==> src/rtl/flag_alu_pkg.sv <==
package flag_alu_pkg;

   typedef enum logic [2:0] {
      OP_ADD  = 3'd0,
      OP_SUB  = 3'd1,
      OP_RSB  = 3'd2,
      OP_CMP  = 3'd3,
      OP_CMN  = 3'd4,
      OP_MUL  = 3'd5,
      OP_RSV6 = 3'd6,
      OP_RSV7 = 3'd7
   } alu_op_e;

   typedef enum logic {
      SH_LSL = 1'b0,
      SH_ASR = 1'b1
   } shift_kind_e;

   typedef struct packed {
      logic n;
      logic z;
      logic c;
      logic v;
   } cond_flags_t;

endpackage

==> src/rtl/alu_op2_shift.sv <==
module alu_op2_shift #(
   parameter int DATA_W = 32,
   localparam int AMT_W = $clog2(DATA_W)
) (
   input  logic [DATA_W-1:0] din_i,
   input  logic              arith_i,
   input  logic [AMT_W-1:0]  amt_i,
   output logic [DATA_W-1:0] dout_o
);

   generate
      if ((DATA_W & (DATA_W - 1)) != 0 || DATA_W < 8) begin : g_bad_width
         $error("alu_op2_shift: DATA_W must be a power of two, at least 8");
      end
   endgenerate

   logic [DATA_W-1:0] stage [0:AMT_W];

   assign stage[0] = din_i;

   // one stage per amount bit: stage k moves by 2**k
   generate
      for (genvar k = 0; k < AMT_W; k++) begin : g_stage
         localparam int DIST = 1 << k;
         logic [DATA_W-1:0] moved;
         always_comb begin
            if (arith_i)
               moved = {{DIST{stage[k][DATA_W-1]}}, stage[k][DATA_W-1:DIST]};
            else
               moved = {stage[k][DATA_W-1-DIST:0], {DIST{1'b0}}};
         end
         assign stage[k+1] = amt_i[k] ? moved : stage[k];
      end
   endgenerate

   assign dout_o = stage[AMT_W];

endmodule

==> src/rtl/alu_addsub.sv <==
module alu_addsub #(
   parameter int DATA_W = 32
) (
   input  logic [DATA_W-1:0] lhs_i,
   input  logic [DATA_W-1:0] rhs_i,
   input  logic              sub_i,
   output logic [DATA_W-1:0] sum_o,
   output logic              carry_o,
   output logic              ovf_o
);

   localparam int EXT_W = DATA_W + 1;

   generate
      if (DATA_W < 2) begin : g_bad_width
         $error("alu_addsub: DATA_W must be at least 2");
      end
   endgenerate

   logic [DATA_W-1:0] rhs_eff;
   logic [EXT_W-1:0]  wide;

   // subtraction is lhs + ~rhs + 1, so carry out means "no borrow"
   assign rhs_eff = sub_i ? ~rhs_i : rhs_i;
   assign wide    = {1'b0, lhs_i} + {1'b0, rhs_eff} + EXT_W'(sub_i);
   assign sum_o   = wide[DATA_W-1:0];
   assign carry_o = wide[DATA_W];
   assign ovf_o   = (lhs_i[DATA_W-1] == rhs_eff[DATA_W-1]) &&
                    (sum_o[DATA_W-1] != lhs_i[DATA_W-1]);

   always_comb begin
      if (!sub_i) begin

         add_carry_chk: assert (carry_o == (sum_o < lhs_i));
      end else begin

         sub_carry_chk: assert (carry_o == (lhs_i >= rhs_i));
      end
   end

endmodule

==> src/rtl/alu_mul_lo.sv <==
module alu_mul_lo #(
   parameter int DATA_W    = 32,
   parameter int MUL_STYLE = 0   // 0: native operator, 1: shift-add array
) (
   input  logic [DATA_W-1:0] a_i,
   input  logic [DATA_W-1:0] b_i,
   output logic [DATA_W-1:0] prod_o
);

   generate
      if (MUL_STYLE != 0 && MUL_STYLE != 1) begin : g_bad_style
         $error("alu_mul_lo: MUL_STYLE must be 0 or 1");
      end

      if (MUL_STYLE == 0) begin : g_native
         assign prod_o = a_i * b_i;
      end else begin : g_array
         logic [DATA_W-1:0] acc [0:DATA_W];
         assign acc[0] = '0;
         for (genvar i = 0; i < DATA_W; i++) begin : g_row
            assign acc[i+1] = acc[i] + (b_i[i] ? (a_i << i) : '0);
         end
         assign prod_o = acc[DATA_W];
      end
   endgenerate

endmodule

==> src/rtl/alu_flag_reg.sv <==
module alu_flag_reg
   import flag_alu_pkg::*;
(
   input  logic        clk,
   input  logic        rst,
   input  logic        upd_nz_i,
   input  logic        upd_cv_i,
   input  cond_flags_t nxt_i,
   output cond_flags_t q_o
);

   always_ff @(posedge clk) begin
      if (rst) begin
         q_o <= '0;
      end else begin
         if (upd_nz_i) begin
            q_o.n <= nxt_i.n;
            q_o.z <= nxt_i.z;
         end
         if (upd_cv_i) begin
            q_o.c <= nxt_i.c;
            q_o.v <= nxt_i.v;
         end
      end
   end

endmodule

==> src/rtl/flag_alu.sv <==
module flag_alu
   import flag_alu_pkg::*;
#(
   parameter int DATA_W    = 32,
   parameter int MUL_STYLE = 0,
   localparam int AMT_W    = $clog2(DATA_W)
) (
   input  logic              clk,
   input  logic              rst,
   input  logic [2:0]        op_i,
   input  logic              set_flags_i,
   input  logic [DATA_W-1:0] a_i,
   input  logic [DATA_W-1:0] b_i,
   input  logic              shift_type_i,
   input  logic [AMT_W-1:0]  shamt_i,
   output logic [DATA_W-1:0] result_o,
   output logic              wr_en_o,
   output logic              flag_n_o,
   output logic              flag_z_o,
   output logic              flag_c_o,
   output logic              flag_v_o
);

   generate
      if ((DATA_W & (DATA_W - 1)) != 0 || DATA_W < 8) begin : g_bad_width
         $error("flag_alu: DATA_W must be a power of two, at least 8");
      end
   endgenerate

   alu_op_e           op;
   logic [DATA_W-1:0] op2;
   logic [DATA_W-1:0] lhs, rhs, sum, prod;
   logic              do_sub, carry, ovf;
   logic              is_cmp, is_arith;
   logic              upd_nz, upd_cv;
   cond_flags_t       nxt, flags;

   assign op = alu_op_e'(op_i);

   alu_op2_shift #(.DATA_W(DATA_W)) u_shift (
      .din_i   (b_i),
      .arith_i (shift_type_i == SH_ASR),
      .amt_i   (shamt_i),
      .dout_o  (op2)
   );

   always_comb begin
      lhs    = a_i;
      rhs    = op2;
      do_sub = 1'b0;
      unique case (op)
         OP_SUB, OP_CMP: do_sub = 1'b1;
         OP_RSB: begin
            lhs    = op2;
            rhs    = a_i;
            do_sub = 1'b1;
         end
         default: ;
      endcase
   end

   alu_addsub #(.DATA_W(DATA_W)) u_addsub (
      .lhs_i   (lhs),
      .rhs_i   (rhs),
      .sub_i   (do_sub),
      .sum_o   (sum),
      .carry_o (carry),
      .ovf_o   (ovf)
   );

   alu_mul_lo #(.DATA_W(DATA_W), .MUL_STYLE(MUL_STYLE)) u_mul (
      .a_i    (a_i),
      .b_i    (op2),
      .prod_o (prod)
   );

   assign is_cmp   = (op == OP_CMP) || (op == OP_CMN);
   assign is_arith = (op == OP_ADD) || (op == OP_SUB) || (op == OP_RSB);

   always_comb begin
      if (op == OP_MUL)
         result_o = prod;
      else if (is_arith || is_cmp)
         result_o = sum;
      else
         result_o = '0;
   end

   assign wr_en_o = is_arith || (op == OP_MUL);
   assign upd_nz  = is_cmp || (set_flags_i && (is_arith || op == OP_MUL));
   assign upd_cv  = is_cmp || (set_flags_i && is_arith);

   assign nxt.n = result_o[DATA_W-1];
   assign nxt.z = (result_o == '0);
   assign nxt.c = carry;
   assign nxt.v = ovf;

   alu_flag_reg u_flags (
      .clk      (clk),
      .rst      (rst),
      .upd_nz_i (upd_nz),
      .upd_cv_i (upd_cv),
      .nxt_i    (nxt),
      .q_o      (flags)
   );

   assign flag_n_o = flags.n;
   assign flag_z_o = flags.z;
   assign flag_c_o = flags.c;
   assign flag_v_o = flags.v;


   cmp_no_write_chk: assert property (@(posedge clk) disable iff (rst)
      (op_i == 3'd3 || op_i == 3'd4) |-> !wr_en_o);


   flags_hold_chk: assert property (@(posedge clk) disable iff (rst)
      ((!set_flags_i && op_i != 3'd3 && op_i != 3'd4) || op_i >= 3'd6)
      |=> $stable({flag_n_o, flag_z_o, flag_c_o, flag_v_o}));


   nz_follow_chk: assert property (@(posedge clk) disable iff (rst)
      (op_i == 3'd3 || op_i == 3'd4 || (set_flags_i && op_i <= 3'd5))
      |=> (flag_z_o == $past(result_o == '0)) &&
          (flag_n_o == $past(result_o[DATA_W-1])));


   mul_cv_keep_chk: assert property (@(posedge clk) disable iff (rst)
      (op_i == 3'd5) |=> $stable({flag_c_o, flag_v_o}));

endmodule

==> config.mk <==
export PLATFORM = sky130hd
export DESIGN_NAME = flag_alu
export DESIGN_NICKNAME = d
export VERILOG_FILES = /design/src/rtl/flag_alu_pkg.sv /design/src/rtl/alu_op2_shift.sv /design/src/rtl/alu_addsub.sv /design/src/rtl/alu_mul_lo.sv /design/src/rtl/alu_flag_reg.sv /design/src/rtl/flag_alu.sv
export SDC_FILE = /design/constraint.sdc
export NUM_CORES = 2
export LEC_CHECK = 0
export BUFFER_PORTS_ARGS = -buffer_cell sky130_fd_sc_hd__buf_2
export CAP_MARGIN = 10
export CORE_AREA = 2 2 243 245
export CTS_BUF_LIST = sky130_fd_sc_hd__clkbuf_16
export CTS_CLUSTER_SIZE = 40
export DETAILED_ROUTE_END_ITERATION = 7
export DIE_AREA = 0 0 245 247
export GPL_ROUTABILITY_DRIVEN = 0
export HOLD_SLACK_MARGIN = 0.05
export PLACE_DENSITY = 0.65
export SYNTH_ARGS = -nofsm -noshare
export SYNTH_HDL_FRONTEND = slang
export SYNTH_SLANG_ARGS = --single-unit
==> constraint.sdc <==
create_clock -name clk -period 33.1 [get_ports clk]
set_input_delay 3.31 -clock clk [delete_from_list [all_inputs] [get_ports clk]]
set_output_delay 3.31 -clock clk [all_outputs]
set_load 0.02 [all_outputs]
==> metrics.txt <==
crit path DAT=14.52 ns; Bufs on Longest Clock Path=2; total of max-cap violations=0; Regs by FF count=u_flags.q_o (4); Final period util=53.9%; worst setup path class=in -> out; CP Data Required Time=29.79 ns; fmax=56.1 MHz; Hold Buf Count CTS=0; Final Cell Area=0.0242 sq mm; most used flip-flop cell after synthesis=dfxtp_1; 1st-iter DRT viols=2057; most area-consuming cells after synthesis=fa_1 (36%), ha_1 (8.4%), inv_1 (6.8%), nand2_1 (5.9%), and2_1 (5.2%); crit-path most repeated cell=fa_1; RSZ-0062 raised after global routing=false; Post-Syn Instances=2869; dpl cell area=0.0241 sq mm; CTS tree=built; Detail Route Antenna Nets=0; Biggest register=u_flags.q_o; Routed WL per cell=21.7 microns; Max-slew headroom=28.2%; hpwl dp=57.9 mm; Worst Hold Class=reg -> reg; wire length of the first global-routing pass=122 mm; Avg Cell Area, Syn=8.02 sq um; Hold Vio Cnt, Final=0; Warnings, synthesis=0; Num CTS Buffers=3; type of origin of the critical path=input port; Yosys cell types=90; dpl cells=3609; ys async rst share=0%; failing checks=DRC; fill cell count=5890; placeable core region=0.0582 sq mm; Worst path slowest cell=a2bb2oi_2; Post-CTS Resized=0; pre-CTS WS=15.42 ns; chip height=247 microns; initial antenna violation count=3; total congestion overflow=0; IO Count=113; # DRC=20; max reg flops=4; H-tree depth=1; P&R area growth vs syn=5.28%; Final Max Tran Viols=0; Via density=5.80; Worst-Margin Slew=1.07 ns; FF+latch area=80.1 sq um; fin nets=3480; fin cells=3613; Finish-stage setup viols=0; layout cell share with drive strength beyond 1=7.26%; setup TNS=0 ns; number of global-route vias before repair=20900; CTS Root Cell=clkbuf_16; FP Rows=89; Syn Nets=3508; routed vias=21000; CTS clk-pin slew, worst paths=0.03 ns; commonest non-fill, non-tap cells in the layout=inv_1 (418), fa_1 (409), nand2_1 (364); Max FO, Critical Path=62; largest net degree at the start of global routing=72; Period minus WS final=17.83 ns; Layout Skew=0 ns; I/O Buffers=112; die area=0.0605 sq mm; routed wire length=78.6 mm; post-CTS setup buffers=0; Worst Setup End Kind=primary output; Post-synth EDFFs=0; Seq/Total Area, Yosys=0.348%; Worst-Skew Late Latency=0.22 ns; Mapped Area=0.0230 sq mm; critical path's largest stage delay=0.76 ns; Multi-input gate area=0.0206 sq mm; Final Worst Setup Slack=15.27 ns; chip width=245 microns; drt first pass iters=8; status=finished, violations left; Synth area leader=fa_1; clock sinks=4; commonest non-fill, non-tap cell in the layout=inv_1; flip-flop and latch count after synthesis=4; Initial Util=39.5%; share of the synthesized area in the top cell type=35.6%; Total GRT Usage=26.0%
metal layers:
layer	share of wire [%]	vias up	routed length (microns)	GRT usage, %
met2	45	1137	35500	42.3
met1	40	10300	31400	34.8
li1	-	9230	-	-
met4	3.9	8	3030	7.37
met5	0.084	-	66	0.490
met3	11	238	8600	5.60
area by class of cell:
class	count	area share (%)
antenna	1	0.0103
multi-input combinational	2258	85.2
sequential	4	0.331
timing repair buffer	154	3.64
tap	773	3.99
inverter	420	6.51
clock buffer	3	0.310
worst max-delay path, delay by kind of cell:
family                   cells  cell delay, ns
buffers and inverters        8            2.11
multiplexers                 1            0.27
adder cells (fa/ha/maj)      9            4.24
AND/OR/NAND/NOR              3            0.32
XOR/XNOR                     1            0.50
AO/OA/AOI/OAI               13            3.71
path summary, 6_finish.rpt:
check | startpoint | end | slack, ns | cells past startpoint
max reg2reg | u_flags.q_o[1]$_SDFFE_PP0P_ | u_flags.q_o[1]$_SDFFE_PP0P_ | 32.43 | 2
min | u_flags.q_o[0]$_SDFFE_PP0P_ | u_flags.q_o[0]$_SDFFE_PP0P_ | 0.48 | 2
min reg2reg | u_flags.q_o[0]$_SDFFE_PP0P_ | u_flags.q_o[0]$_SDFFE_PP0P_ | 0.48 | 2
max | shamt_i[0] | result_o[31] | 15.27 | 35
cells by family (layout without fill, tap and decap cells):
group	Yosys count	after routing	synth area share, %
buffers and inverters	607	577	10.3
AND/OR/NAND/NOR	955	955	20.4
AO/OA/AOI/OAI	496	496	14.7
multiplexers	108	108	4.94
XOR/XNOR	136	136	5.36
other	0	1	0
adder cells (fa/ha/maj)	563	563	44.0
flip-flops	4	4	0.348
per-stage QoR:
step | hold slack (ns) | utilization (%)
finish | 0.480 | 41.6
global route | 0.513 | 41.6
CTS | 0.487 | 41.6
detailed placement | 0.480 | 41.5
global placement | 0.477 | 41.5
floorplan | 0.566 | -
cells in the mapped netlist, types with 10 or more instances:
cell type,n
inv_1,418
fa_1,409
nand2_1,364
and2_1,191
ha_1,154
clkbuf_1,143
nor2_1,138
mux2i_1,100
a21oi_1,96
o21ai_0,94
xnor2_1,83
nor2b_1,72
a211oi_1,52
xor2_1,50
nor3_1,49
nand2b_1,46
a21o_1,36
o22ai_1,34
nand3_1,21
a31oi_1,17
o21a_1,17
o32ai_1,17
and3_1,15
buf_1,14
buf_4,13
or2_2,13
buf_2,12
o21bai_1,11
o31ai_1,10
Power is left out: the tool's default activity adds up to more than one toggle a clock period on the data nets, which glitch-free logic cannot reach.
